--- config.mk ---
export PLATFORM = sky130hd
export DESIGN_NAME = vfd_cmd_rx
export DESIGN_NICKNAME = d
export VERILOG_FILES = /design/src/rtl/vfd_cmd_pkg.sv /design/src/rtl/vfd_bit_shifter.sv /design/src/rtl/vfd_glyph_packer.sv /design/src/rtl/vfd_cmd_fsm.sv /design/src/rtl/vfd_wr_stage.sv /design/src/rtl/vfd_ctrl_regs.sv /design/src/rtl/vfd_cmd_rx.sv
export SDC_FILE = /design/constraint.sdc
export NUM_CORES = 1
export LEC_CHECK = 0
export BUFFER_PORTS_ARGS = -buffer_cell sky130_fd_sc_hd__buf_2
export CAP_MARGIN = 0
export CORE_ASPECT_RATIO = 1.1
export CORE_MARGIN = 1
export CORE_UTILIZATION = 60
export DETAILED_ROUTE_END_ITERATION = 16
export GPL_TIMING_DRIVEN = 0
export PLACE_DENSITY = 0.95
export SLEW_MARGIN = 15
export SYNTH_ARGS = -nofsm -noshare
export SYNTH_HDL_FRONTEND = slang
export SYNTH_SLANG_ARGS = --single-unit
--- constraint.sdc ---
create_clock -name cp -period 7.33 [get_ports cp]
set_input_delay 0.3665 -clock cp [delete_from_list [all_inputs] [get_ports cp]]
set_output_delay 0.3665 -clock cp [all_outputs]
set_load 0.05 [all_outputs]
--- src/rtl/vfd_cmd_pkg.sv ---
package vfd_cmd_pkg;

    localparam int BYTE_W = 8;

    // reset value of the force-lamps mode: bit0 = force low
    localparam logic [1:0] LAMPS_RST = 2'b01;

    typedef enum logic [2:0] {
        IDLE_CMD,
        CODE_DATA,
        GLYPH_DATA,
        MARK_DATA,
        DUTY_HI,
        DROP
    } rx_state_t;

    typedef enum logic [2:0] {
        OP_NONE,
        OP_CODE,
        OP_GLYPH,
        OP_MARK,
        OP_DUTY,
        OP_DIGITS,
        OP_LAMPS
    } rx_op_t;

    function automatic rx_op_t decode_op(input logic [BYTE_W-1:0] b);
        rx_op_t op;
        op = OP_NONE;
        case (b[6:4])
            3'b001:  op = OP_CODE;
            3'b010:  op = OP_GLYPH;
            3'b011:  op = OP_MARK;
            3'b101:  op = b[7] ? OP_NONE : OP_DUTY;
            3'b110:  op = b[7] ? OP_NONE : OP_DIGITS;
            3'b111:  op = b[7] ? OP_NONE : OP_LAMPS;
            default: op = OP_NONE;
        endcase
        return op;
    endfunction

endpackage

--- src/rtl/vfd_bit_shifter.sv ---
module vfd_bit_shifter #(
    parameter int BYTE_W = 8
) (
    input  logic              cp,
    input  logic              clr_n,
    input  logic              da,
    output logic              byte_done,
    output logic [BYTE_W-1:0] byte_val
);
    localparam int CNT_W = $clog2(BYTE_W);
    localparam logic [CNT_W-1:0] LAST_BIT = CNT_W'(BYTE_W - 1);

    logic [CNT_W-1:0]  bit_cnt;
    logic [BYTE_W-2:0] shreg;

    // LSB first: new bits enter at the top and move down
    always_ff @(posedge cp or negedge clr_n) begin
        if (!clr_n) begin
            bit_cnt <= '0;
            shreg   <= '0;
        end else begin
            shreg   <= {da, shreg[BYTE_W-2:1]};
            bit_cnt <= byte_done ? '0 : bit_cnt + 1'b1;
        end
    end

    always_comb begin
        byte_done = (bit_cnt == LAST_BIT);
        byte_val  = {da, shreg};
    end


    bit_restart_chk: assert property (@(posedge cp) disable iff (!clr_n)
        byte_done |=> (bit_cnt == '0));

endmodule

--- src/rtl/vfd_glyph_packer.sv ---
module vfd_glyph_packer #(
    parameter int COLS = 5,
    parameter int ROWS = 7
) (
    input  logic                    cp,
    input  logic                    clr_n,
    input  logic                    load,
    input  logic [$clog2(COLS)-1:0] col,
    input  logic [ROWS-1:0]         row_bits,
    output logic [COLS*ROWS-1:0]    glyph_full
);
    localparam int PAT_W = COLS * ROWS;
    localparam int COL_W = $clog2(COLS);
    localparam logic [COL_W-1:0] LAST_COL = COL_W'(COLS - 1);

    logic [PAT_W-1:0] acc;
    logic [PAT_W-1:0] merged;

    // dot i belongs to column i%COLS, row i/COLS
    for (genvar i = 0; i < PAT_W; i++) begin : g_dot
        localparam int C = i % COLS;
        localparam int R = i / COLS;
        assign merged[i] = (col == COL_W'(C)) ? row_bits[R] : acc[i];
    end

    always_ff @(posedge cp or negedge clr_n) begin
        if (!clr_n) begin
            acc <= '0;
        end else if (load) begin
            acc <= (col == LAST_COL) ? '0 : merged;
        end
    end

    assign glyph_full = merged;

endmodule

--- src/rtl/vfd_cmd_fsm.sv ---
module vfd_cmd_fsm
    import vfd_cmd_pkg::*;
#(
    parameter int ADDR_W  = 4,
    parameter int COLS    = 5,
    parameter int DUTY_W  = 10,
    parameter int DIG_W   = 4,
    parameter int LAMPS_W = 2
) (
    input  logic                    cp,
    input  logic                    clr_n,
    input  logic                    byte_done,
    input  logic [BYTE_W-1:0]       byte_val,
    output logic                    code_req,
    output logic                    glyph_req,
    output logic                    glyph_load,
    output logic                    mark_req,
    output logic [$clog2(COLS)-1:0] col,
    output logic                    wr_bank,
    output logic [ADDR_W-1:0]       wr_addr,
    output logic                    duty_req,
    output logic [DUTY_W-1:0]       duty_val,
    output logic                    digit_req,
    output logic [DIG_W-1:0]        digit_val,
    output logic                    lamps_req,
    output logic [LAMPS_W-1:0]      lamps_val
);
    localparam int COL_W   = $clog2(COLS);
    localparam int DLO_W   = DUTY_W - BYTE_W;
    localparam logic [COL_W-1:0]  LAST_COL = COL_W'(COLS - 1);
    localparam logic [ADDR_W-1:0] TOP_ADDR = {ADDR_W{1'b1}};

    rx_state_t          state, nxt_state;
    logic               bank, nxt_bank;
    logic [ADDR_W-1:0]  ptr, nxt_ptr;
    logic [COL_W-1:0]   col_q, nxt_col;
    logic [DLO_W-1:0]   dlo, nxt_dlo;
    rx_op_t             op;

    always_comb op = decode_op(byte_val);

    // state register
    always_ff @(posedge cp or negedge clr_n) begin
        if (!clr_n) begin
            state <= IDLE_CMD;
            bank  <= 1'b0;
            ptr   <= '0;
            col_q <= '0;
            dlo   <= '0;
        end else begin
            state <= nxt_state;
            bank  <= nxt_bank;
            ptr   <= nxt_ptr;
            col_q <= nxt_col;
            dlo   <= nxt_dlo;
        end
    end

    // next-state logic
    always_comb begin
        nxt_state = state;
        nxt_bank  = bank;
        nxt_ptr   = ptr;
        nxt_col   = col_q;
        nxt_dlo   = dlo;
        if (byte_done) begin
            unique case (state)
                IDLE_CMD: begin
                    nxt_bank = byte_val[BYTE_W-1];
                    nxt_ptr  = byte_val[ADDR_W-1:0];
                    nxt_col  = '0;
                    nxt_dlo  = byte_val[DLO_W-1:0];
                    case (op)
                        OP_CODE:  nxt_state = CODE_DATA;
                        OP_GLYPH: nxt_state = GLYPH_DATA;
                        OP_MARK:  nxt_state = MARK_DATA;
                        OP_DUTY:  nxt_state = DUTY_HI;
                        default:  nxt_state = DROP;
                    endcase
                end
                CODE_DATA, MARK_DATA: begin
                    nxt_ptr = ptr + 1'b1;
                end
                GLYPH_DATA: begin
                    if (col_q == LAST_COL) begin
                        nxt_col = '0;
                        nxt_ptr = ptr + 1'b1;
                    end else begin
                        nxt_col = col_q + 1'b1;
                    end
                end
                DUTY_HI: nxt_state = DROP;
                DROP:    nxt_state = DROP;
            endcase
        end
    end

    // output logic
    always_comb begin
        code_req   = 1'b0;
        glyph_req  = 1'b0;
        glyph_load = 1'b0;
        mark_req   = 1'b0;
        duty_req   = 1'b0;
        digit_req  = 1'b0;
        lamps_req  = 1'b0;
        if (byte_done) begin
            unique case (state)
                IDLE_CMD: begin
                    digit_req = (op == OP_DIGITS);
                    lamps_req = (op == OP_LAMPS);
                end
                CODE_DATA:  code_req = 1'b1;
                GLYPH_DATA: begin
                    glyph_load = 1'b1;
                    glyph_req  = (col_q == LAST_COL);
                end
                MARK_DATA:  mark_req = 1'b1;
                DUTY_HI:    duty_req = 1'b1;
                DROP:       ;
            endcase
        end
        col       = col_q;
        wr_bank   = bank;
        wr_addr   = ptr;
        duty_val  = {byte_val, dlo};
        digit_val = byte_val[DIG_W-1:0];
        lamps_val = byte_val[LAMPS_W-1:0];
    end


    ptr_wrap_chk: assert property (@(posedge cp) disable iff (!clr_n)
        (byte_done && (state == CODE_DATA || state == MARK_DATA) && ptr == TOP_ADDR)
        |=> (ptr == '0));


    col_range_chk: assert property (@(posedge cp) disable iff (!clr_n)
        col_q <= LAST_COL);


    drop_sticky_chk: assert property (@(posedge cp) disable iff (!clr_n)
        (state == DROP) |=> (state == DROP));

endmodule

--- src/rtl/vfd_wr_stage.sv ---
module vfd_wr_stage #(
    parameter int ADDR_W = 4,
    parameter int CODE_W = 8,
    parameter int PAT_W  = 35,
    parameter int NBANK  = 2
) (
    input  logic              cp,
    input  logic              rst_n,
    input  logic              code_req,
    input  logic              glyph_req,
    input  logic              mark_req,
    input  logic              wr_bank,
    input  logic [ADDR_W-1:0] wr_addr,
    input  logic [CODE_W-1:0] byte_val,
    input  logic [PAT_W-1:0]  glyph_full,
    output logic [NBANK-1:0]  code_we,
    output logic [ADDR_W-1:0] code_addr,
    output logic [CODE_W-1:0] code_data,
    output logic [NBANK-1:0]  glyph_we,
    output logic [ADDR_W-1:0] glyph_addr,
    output logic [PAT_W-1:0]  glyph_data,
    output logic [NBANK-1:0]  mark_we,
    output logic [ADDR_W-1:0] mark_addr,
    output logic              mark_data
);
    logic [NBANK-1:0] bank_sel;

    for (genvar b = 0; b < NBANK; b++) begin : g_bank
        assign bank_sel[b] = (wr_bank == b[0]);
    end

    always_ff @(posedge cp or negedge rst_n) begin
        if (!rst_n) begin
            code_we    <= '0;
            code_addr  <= '0;
            code_data  <= '0;
            glyph_we   <= '0;
            glyph_addr <= '0;
            glyph_data <= '0;
            mark_we    <= '0;
            mark_addr  <= '0;
            mark_data  <= 1'b0;
        end else begin
            code_we  <= code_req  ? bank_sel : '0;
            glyph_we <= glyph_req ? bank_sel : '0;
            mark_we  <= mark_req  ? bank_sel : '0;
            if (code_req) begin
                code_addr <= wr_addr;
                code_data <= byte_val;
            end
            if (glyph_req) begin
                glyph_addr <= wr_addr;
                glyph_data <= glyph_full;
            end
            if (mark_req) begin
                mark_addr <= wr_addr;
                mark_data <= byte_val[0];
            end
        end
    end


    one_strobe_chk: assert property (@(posedge cp) disable iff (!rst_n)
        $countones({code_we, glyph_we, mark_we}) <= 1);


    strobe_pulse_chk: assert property (@(posedge cp) disable iff (!rst_n)
        (|{code_we, glyph_we, mark_we}) |=> !(|{code_we, glyph_we, mark_we}));

endmodule

--- src/rtl/vfd_ctrl_regs.sv ---
module vfd_ctrl_regs
    import vfd_cmd_pkg::*;
#(
    parameter int DUTY_W  = 10,
    parameter int DIG_W   = 4,
    parameter int LAMPS_W = 2
) (
    input  logic               cp,
    input  logic               rst_n,
    input  logic               duty_req,
    input  logic [DUTY_W-1:0]  duty_val,
    input  logic               digit_req,
    input  logic [DIG_W-1:0]   digit_val,
    input  logic               lamps_req,
    input  logic [LAMPS_W-1:0] lamps_val,
    output logic [DUTY_W-1:0]  duty,
    output logic [DIG_W-1:0]   digits,
    output logic [LAMPS_W-1:0] lamps
);
    always_ff @(posedge cp or negedge rst_n) begin
        if (!rst_n) begin
            duty   <= '0;
            digits <= '0;
            lamps  <= LAMPS_W'(LAMPS_RST);
        end else begin
            if (duty_req)  duty   <= duty_val;
            if (digit_req) digits <= digit_val;
            if (lamps_req) lamps  <= lamps_val;
        end
    end


    duty_hold_chk: assert property (@(posedge cp) disable iff (!rst_n)
        !duty_req |=> $stable(duty));


    digits_hold_chk: assert property (@(posedge cp) disable iff (!rst_n)
        !digit_req |=> $stable(digits));

endmodule

--- src/rtl/vfd_cmd_rx.sv ---
module vfd_cmd_rx
    import vfd_cmd_pkg::*;
#(
    parameter int ADDR_W  = 4,
    parameter int COLS    = 5,
    parameter int ROWS    = 7,
    parameter int DUTY_W  = 10,
    parameter int DIG_W   = 4,
    parameter int LAMPS_W = 2,
    parameter int NBANK   = 2
) (
    input  logic                    cp,
    input  logic                    rst_n,
    input  logic                    cs_n,
    input  logic                    da,
    output logic [NBANK-1:0]        code_we,
    output logic [ADDR_W-1:0]       code_addr,
    output logic [BYTE_W-1:0]       code_data,
    output logic [NBANK-1:0]        glyph_we,
    output logic [ADDR_W-1:0]       glyph_addr,
    output logic [COLS*ROWS-1:0]    glyph_data,
    output logic [NBANK-1:0]        mark_we,
    output logic [ADDR_W-1:0]       mark_addr,
    output logic                    mark_data,
    output logic [DUTY_W-1:0]       duty,
    output logic [DIG_W-1:0]        digits,
    output logic [LAMPS_W-1:0]      lamps
);
    localparam int PAT_W = COLS * ROWS;
    localparam int COL_W = $clog2(COLS);

    logic               frame_clr_n;
    logic               byte_done;
    logic [BYTE_W-1:0]  byte_val;
    logic               code_req, glyph_req, glyph_load, mark_req;
    logic [COL_W-1:0]   col;
    logic               wr_bank;
    logic [ADDR_W-1:0]  wr_addr;
    logic               duty_req, digit_req, lamps_req;
    logic [DUTY_W-1:0]  duty_val;
    logic [DIG_W-1:0]   digit_val;
    logic [LAMPS_W-1:0] lamps_val;
    logic [PAT_W-1:0]   glyph_full;

    // byte engine is held clear while deselected or in reset
    assign frame_clr_n = rst_n & ~cs_n;

    vfd_bit_shifter #(.BYTE_W(BYTE_W)) u_shift (
        .cp        (cp),
        .clr_n     (frame_clr_n),
        .da        (da),
        .byte_done (byte_done),
        .byte_val  (byte_val)
    );

    vfd_cmd_fsm #(
        .ADDR_W (ADDR_W), .COLS (COLS), .DUTY_W (DUTY_W),
        .DIG_W  (DIG_W),  .LAMPS_W (LAMPS_W)
    ) u_fsm (
        .cp         (cp),
        .clr_n      (frame_clr_n),
        .byte_done  (byte_done),
        .byte_val   (byte_val),
        .code_req   (code_req),
        .glyph_req  (glyph_req),
        .glyph_load (glyph_load),
        .mark_req   (mark_req),
        .col        (col),
        .wr_bank    (wr_bank),
        .wr_addr    (wr_addr),
        .duty_req   (duty_req),
        .duty_val   (duty_val),
        .digit_req  (digit_req),
        .digit_val  (digit_val),
        .lamps_req  (lamps_req),
        .lamps_val  (lamps_val)
    );

    vfd_glyph_packer #(.COLS(COLS), .ROWS(ROWS)) u_pack (
        .cp         (cp),
        .clr_n      (frame_clr_n),
        .load       (glyph_load),
        .col        (col),
        .row_bits   (byte_val[ROWS-1:0]),
        .glyph_full (glyph_full)
    );

    vfd_wr_stage #(
        .ADDR_W (ADDR_W), .CODE_W (BYTE_W), .PAT_W (PAT_W), .NBANK (NBANK)
    ) u_wr (
        .cp         (cp),
        .rst_n      (rst_n),
        .code_req   (code_req),
        .glyph_req  (glyph_req),
        .mark_req   (mark_req),
        .wr_bank    (wr_bank),
        .wr_addr    (wr_addr),
        .byte_val   (byte_val),
        .glyph_full (glyph_full),
        .code_we    (code_we),
        .code_addr  (code_addr),
        .code_data  (code_data),
        .glyph_we   (glyph_we),
        .glyph_addr (glyph_addr),
        .glyph_data (glyph_data),
        .mark_we    (mark_we),
        .mark_addr  (mark_addr),
        .mark_data  (mark_data)
    );

    vfd_ctrl_regs #(.DUTY_W(DUTY_W), .DIG_W(DIG_W), .LAMPS_W(LAMPS_W)) u_ctrl (
        .cp        (cp),
        .rst_n     (rst_n),
        .duty_req  (duty_req),
        .duty_val  (duty_val),
        .digit_req (digit_req),
        .digit_val (digit_val),
        .lamps_req (lamps_req),
        .lamps_val (lamps_val),
        .duty      (duty),
        .digits    (digits),
        .lamps     (lamps)
    );

endmodule

# After elaboration in Yosys (flattened, before gate mapping)

Index checks and enable logic that the tools add are counted.

Bits of input ports: 4
Bits in read-only memories: 0
Latch bits: 0
Logic and storage cells: 124
Output and inout bits: 78
Memory bits (writable): 0
Memories: 0
Register bits after elaboration: 136

Multiplexer cells: 64
Reductions and logical operators: 11
Divide/modulo/power cells: 0
Bitwise gates (word level): 3
Add/subtract/negate cells: 3
Magnitude comparators: 0
Multipliers: 0
Shift-type cells: 0
Eq/ne operators: 23

Operators by type and width:

| operator              | number |
|---|---|
| $mux W1               | 49 |
| $mux W35              | 1 |
| $eq A3 B3 Y1 const B  | 10 |
| $eq A3 B2 Y1 const B  | 8 |
| $pmux W3 S6           | 1 |
| $mux W3               | 5 |
| $eq A3 B1 Y1 const B  | 4 |
| $pmux W3 S2           | 2 |
| $pmux W3 S4           | 1 |
| $pmux W4 S3           | 1 |
| $add A3 B1 Y3 const B | 2 |
| $logic_not A3 Y1      | 2 |
| $mux W2               | 3 |
| $reduce_and A2 Y1     | 3 |
| $add A4 B1 Y4 const B | 1 |
| $mux W4               | 1 |
| $reduce_bool A2 Y1    | 2 |
| $reduce_or A2 Y1      | 2 |
| $reduce_and A3 Y1     | 1 |
| $reduce_bool A3 Y1    | 1 |
| $ne A2 B1 Y1 const B  | 1 |
| $not A1 Y1            | 2 |
| $and A1 B1 Y1         | 1 |

# Longest topological paths before layout

Word-level depth: 5
Mapped depth: 7
Mapped depth without buffers: 5

# By module

A second synthesis with hierarchy kept.

Cell total of the unflattened synthesis: 461
Area, all modules: 6352.3 um^2

By module, submodules not included:

| module           | sequential area each (um^2) | times used | cells each | area an instance (um^2) |
|---|---|---|---|---|
| vfd_wr_stage     | 1551.5                      | 1          | 131        | 2461.1 |
| vfd_glyph_packer | 875.8                       | 1          | 188        | 2011.9 |
| vfd_cmd_fsm      | 325.3                       | 1          | 94         | 948.4 |
| vfd_ctrl_regs    | 401.6                       | 1          | 33         | 630.6 |
| vfd_bit_shifter  | 250.2                       | 1          | 14         | 286.5 |
| vfd_cmd_rx       | 0.0                         | 1          | 1          | 13.8 |

# Least setup slack after synthesis

No wires, ideal clock.

Path kind: flip-flop to flip-flop
From: register u_shift.bit_cnt[0]
To: register u_wr.glyph_data[24]
Library setup time: 0.128 ns
Data required time: 7.202 ns
Data arrival time: 1.753 ns
Cell stages (with the launch flop): 8
Clock period less this slack: 1.881 ns
Buffers on the path: 2
Path slack: 5.449 ns
Cell sequence: dfrtp_1 -> ha_1 -> ha_1 -> nor3b_4 -> and3_1 -> buf_6 -> buf_8 -> mux2_1

Cells in the longest elaborated chain, start to end: 2

Ends and longest elaborated chain:

| item                     | line                  | RTL |
|---|---|---|
| start: declaration       | vfd_bit_shifter.sv:13 | `logic [CNT_W-1:0] bit_cnt;` |
| start signal: assignment | vfd_bit_shifter.sv:23 | `bit_cnt <= byte_done ? '0 : bit_cnt + 1'b1;` |
| $eq A3 B3 Y1             | vfd_bit_shifter.sv:28 | `byte_done = (bit_cnt == LAST_BIT);` |
| $mux W1                  | vfd_cmd_fsm.sv:107    | `if (byte_done) begin` |
| end signal: assignment   | vfd_wr_stage.sv:53    | `glyph_data <= glyph_full;` |
| end: declaration         | vfd_wr_stage.sv:21    | `output logic [PAT_W-1:0] glyph_data,` |

Every way passes these cells.
A chain may end at the register's enable or synchronous reset.

# Final worst setup path

From: register u_shift.bit_cnt[0]
To: register u_wr.glyph_data[31]

Same word-level chain as after synthesis.

==> results by group <==
Final layout
  – Final #Nets: 470
  – Share of layout cells above drive strength 1: 43.3%
  – Final core area utilization: 76.7%
  – ANT cells: 0
  – Synth-to-layout area growth: 23.7%
  – Final instance area: 6410 um2
  – Post-route insts no fill: 582

Yosys
  – Syn Inst Count: 354
  – Synth Register Bits: 129
  – Synth Area in Compound Gates: 6.83%
  – Synthesized area: 5180 um2
  – Post-synthesis mux area share: 19.1%
  – Largest area contributor in the netlist: dfrtp_1
  – Top FF cell, synth: dfrtp_1
  – Post-synth ARST share: 100%
  – Post-synthesis simple-gate area fraction: 6.47%
  – Post-synthesis sequential area ratio: 62.3%
  – Post-Synth XOR/XNOR Area: 0%
  – Top cells by area, synth: dfrtp_1 62%, mux2_2 14%, mux2_1 4.3%, a22o_1 3.5%, ha_1 1.9%
  – Post-synth EDFFs: 0
  – Yosys top cell area share: 61.8%
  – Mean Syn Cell Area: 14.6 um2
  – Netlist cell types: 50
  – Adder-Cell Fraction of Synth Area: 1.93%
  – Yosys Warn Count: 0
  – Syn Nets: 366
  – Largest family of logic cells by synthesized area: multiplexers

Place
  – I/O Buffers: 81
  – Post-DP Area: 5820 um2
  – RePlAce Congestion: 0.856
  – Detailed Place HPWL: 7440 um
  – Cells after DPL: 549

Timing
  – Final Critical Period: 2.32 ns
  – Final Setup Violations: 0
  – Final Cycle Share: 31.6%
  – Peak Freq: 431 MHz
  – RSZ-0062 raised after global routing: false
  – Max-slew headroom: 57.0%
  – Slew @ Worst Pin: 0.644 ns
  – Fin. Hold Viols: 1
  – Fin Setup TNS: 0 ns
  – Hold_ws: -0.000473 ns
  – Max-slew violation count: 0
  – Clock Skew: 0.00922 ns

Outcome
  – Status: complete, but fails checks
  – Failing checks: hold timing

Detailed routing
  – Vias: 3382
  – Initial DRC count: 221
  – Final wirelength: 11700 um
  – # DRC: 0
  – Routed len/inst: 20.2 um
  – Antenna viol nets, final: 0
  – DR vias/cell: 5.81
  – Iteration count of the initial detailed-routing pass: 4

Floorplan
  – Core region area: 8360 um2
  – Initial Util: 62.0%
  – Die area: 9020 um2
  – Die height: 99.5 um
  – I/O pin cnt: 82
  – Die W: 90.6 um
  – Core Rows: 35

Worst hold path
  – Worst Hold Class: in -> async

Setup path
  – Worst path slowest cell: dfrtp_1
  – Worst Path Max Fanout: 10
  – Crit path cell chain: ha_1, ha_1, nor3b_4, and3_1, buf_6, buf_8, mux2_1
  – Crit path max-delay family: simple AND/OR/NAND/NOR gates
  – Kind of critical path: reg -> reg
  – Worst setup SP type: flip-flop
  – Worst path max stage delay: 0.35 ns
  – Crit path top cell by count: ha_1
  – WP data arrival: 2.71 ns
  – CP Buf/Inv Count: 2
  – CP required: 7.72 ns
  – Kind of end point of the critical path: flip-flop

GRT
  – Gr ovfl total: 0
  – GRT Overall Usage: 28.2%
  – Largest net degree at the start of global routing: 48
  – First-pass GRT wire length: 19000 um
  – Vias in the first global route: 3560
  – Initial antenna violation count: 0

Power
  – Power per standard cell area: 247 nW/um2
  – Static leakage: 3.38 nW
  – Total power draw: 1.58 mW
  – VDD IR max: 0.190 mV

Clock tree
  – CTS resizes: 0
  – Htree depth: 4
  – Sink Count: 129
  – CTS max path bufs: 2
  – Reg clk slew, reported paths: 0.07 ns
  – Clock latency reported for the late side of the worst-skew pair: 0.52 ns
  – Num CTS Buffers: 17
  – TritonCTS clock tree: built
  – Root buf cell: clkbuf_8

Job
  – Number of max-cap violations: 0
-- worst reg2reg max path: stages, from the launching register on --
cell and delay [ns]:
dfrtp_1 0.35, ha_1 0.16, ha_1 0.31, nor3b_4 0.34
and3_1 0.30, buf_6 0.22, buf_8 0.17, mux2_1 0.33
-- Yosys cell counts (2+ instances only) --
cell	instances
inv_1	9
mux2_2	66
nand4_1	2
and3_1	3
o21ai_0	7
o221ai_1	2
buf_8	2
nor3b_1	2
clkbuf_1	10
o21ai_1	3
ha_1	8
nor2b_1	10
mux2i_1	2
buf_2	3
nor2_1	5
o21a_1	2
mux2_1	20
nor4_1	2
and2_1	3
a22o_1	21
nand2_1	11
dfrtp_1	128
and2_0	2
buf_4	5
-- registers in the layout (all words and copies together), names as in the netlist, 4 cells and up --
name	cells
u_pack.acc	28
u_shift.shreg	7
u_wr.glyph_data	35
u_ctrl.duty	10
u_ctrl.digits	4
u_wr.code_addr	4
u_fsm.wr_addr	4
u_wr.mark_addr	4
u_wr.glyph_addr	4
u_wr.code_data	8
-- area by class of cell --
type | instances | area (um2)
fill | 462 | 1950
tap | 111 | 139
clock buffer | 17 | 414
clock inverter | 15 | 166
sequential | 129 | 3230
inverter | 10 | 37.5
timing repair buffer | 85 | 500
multi-input combinational | 192 | 1790
buffer | 23 | 140
-- layout by cell type, fill, tap and decap left out, drive strengths merged, types with 2 or more instances in the layout --
cell and count:
mux2 86, a22o 21, nor4 2, ha 8, o21a 2, and2 5, nor2 5, nand4 2
nor2b 10, o21ai 10, mux2i 2, buf 96, nor3b 3, nand2 11, o221ai 2, and3 3
dfrtp 128, clkinv 3, clkbuf 28, clkinvlp 3, inv 18
-- cell families after synthesis --
logic type	count (synthesis)
AND/OR/NAND/NOR	50
multiplexers	88
adder cells (fa/ha/maj)	8
AO/OA/AOI/OAI	46
flip-flops	129
buffers and inverters	33
-- power breakdown --
| group | switching, mW | internal [mW] |
|---|---|---|
| clock | 0.351 | 0.466 |
| combinational | 0.0339 | 0.0118 |
| sequential | 0.00300 | 0.716 |
| total | 0.388 | 1.19 |
-- per-layer routing --
layer / wire [um] / track usage (%)
met5: 0 / 0
met4: 395 / 13.9
met3: 707 / 6.65
met2: 6060 / 46.8
met1: 4580 / 34.9
-- path summary, 6_finish.rpt --
| path | startpoint | endpoint | slack [ns] | cells past startpoint |
|---|---|---|---|---|
| hold / removal | cs_n | u_pack.acc[11] | -0.0005 | 2 |
| setup / recovery | u_shift.bit_cnt[0] | u_wr.glyph_data[31] | 5.01 | 7 |
| min in group cp | da | u_shift.shreg[6] | 0.04 | 1 |
| max in group asynchronous | rst_n | u_shift.shreg[3] | 5.72 | 5 |
| hold reg to reg | u_shift.shreg[3] | u_shift.shreg[2] | 0.39 | 0 |
| setup reg to reg | u_shift.bit_cnt[0] | u_wr.glyph_data[31] | 5.01 | 7 |
-- repair_timing --
item | 4_1_cts | 5_1_grt
buffers inserted | 0 | 0
hold buffers | 1 | 0
endpoints found under the setup margin | 0 | 0
hold endpoints to repair | 31 | 0
-- stage by stage --
stage | setup slack [ns] | hold slack, ns
floorplan | 3.86 | 0.0709
global placement | 1.43 | 0.354
detailed placement | 5.11 | 0.335
CTS | 5.02 | 0.00680
global route | 4.93 | 0.0341
finish | 5.01 | -0.000473
Note: power is estimated with default switching activity, not from simulation.
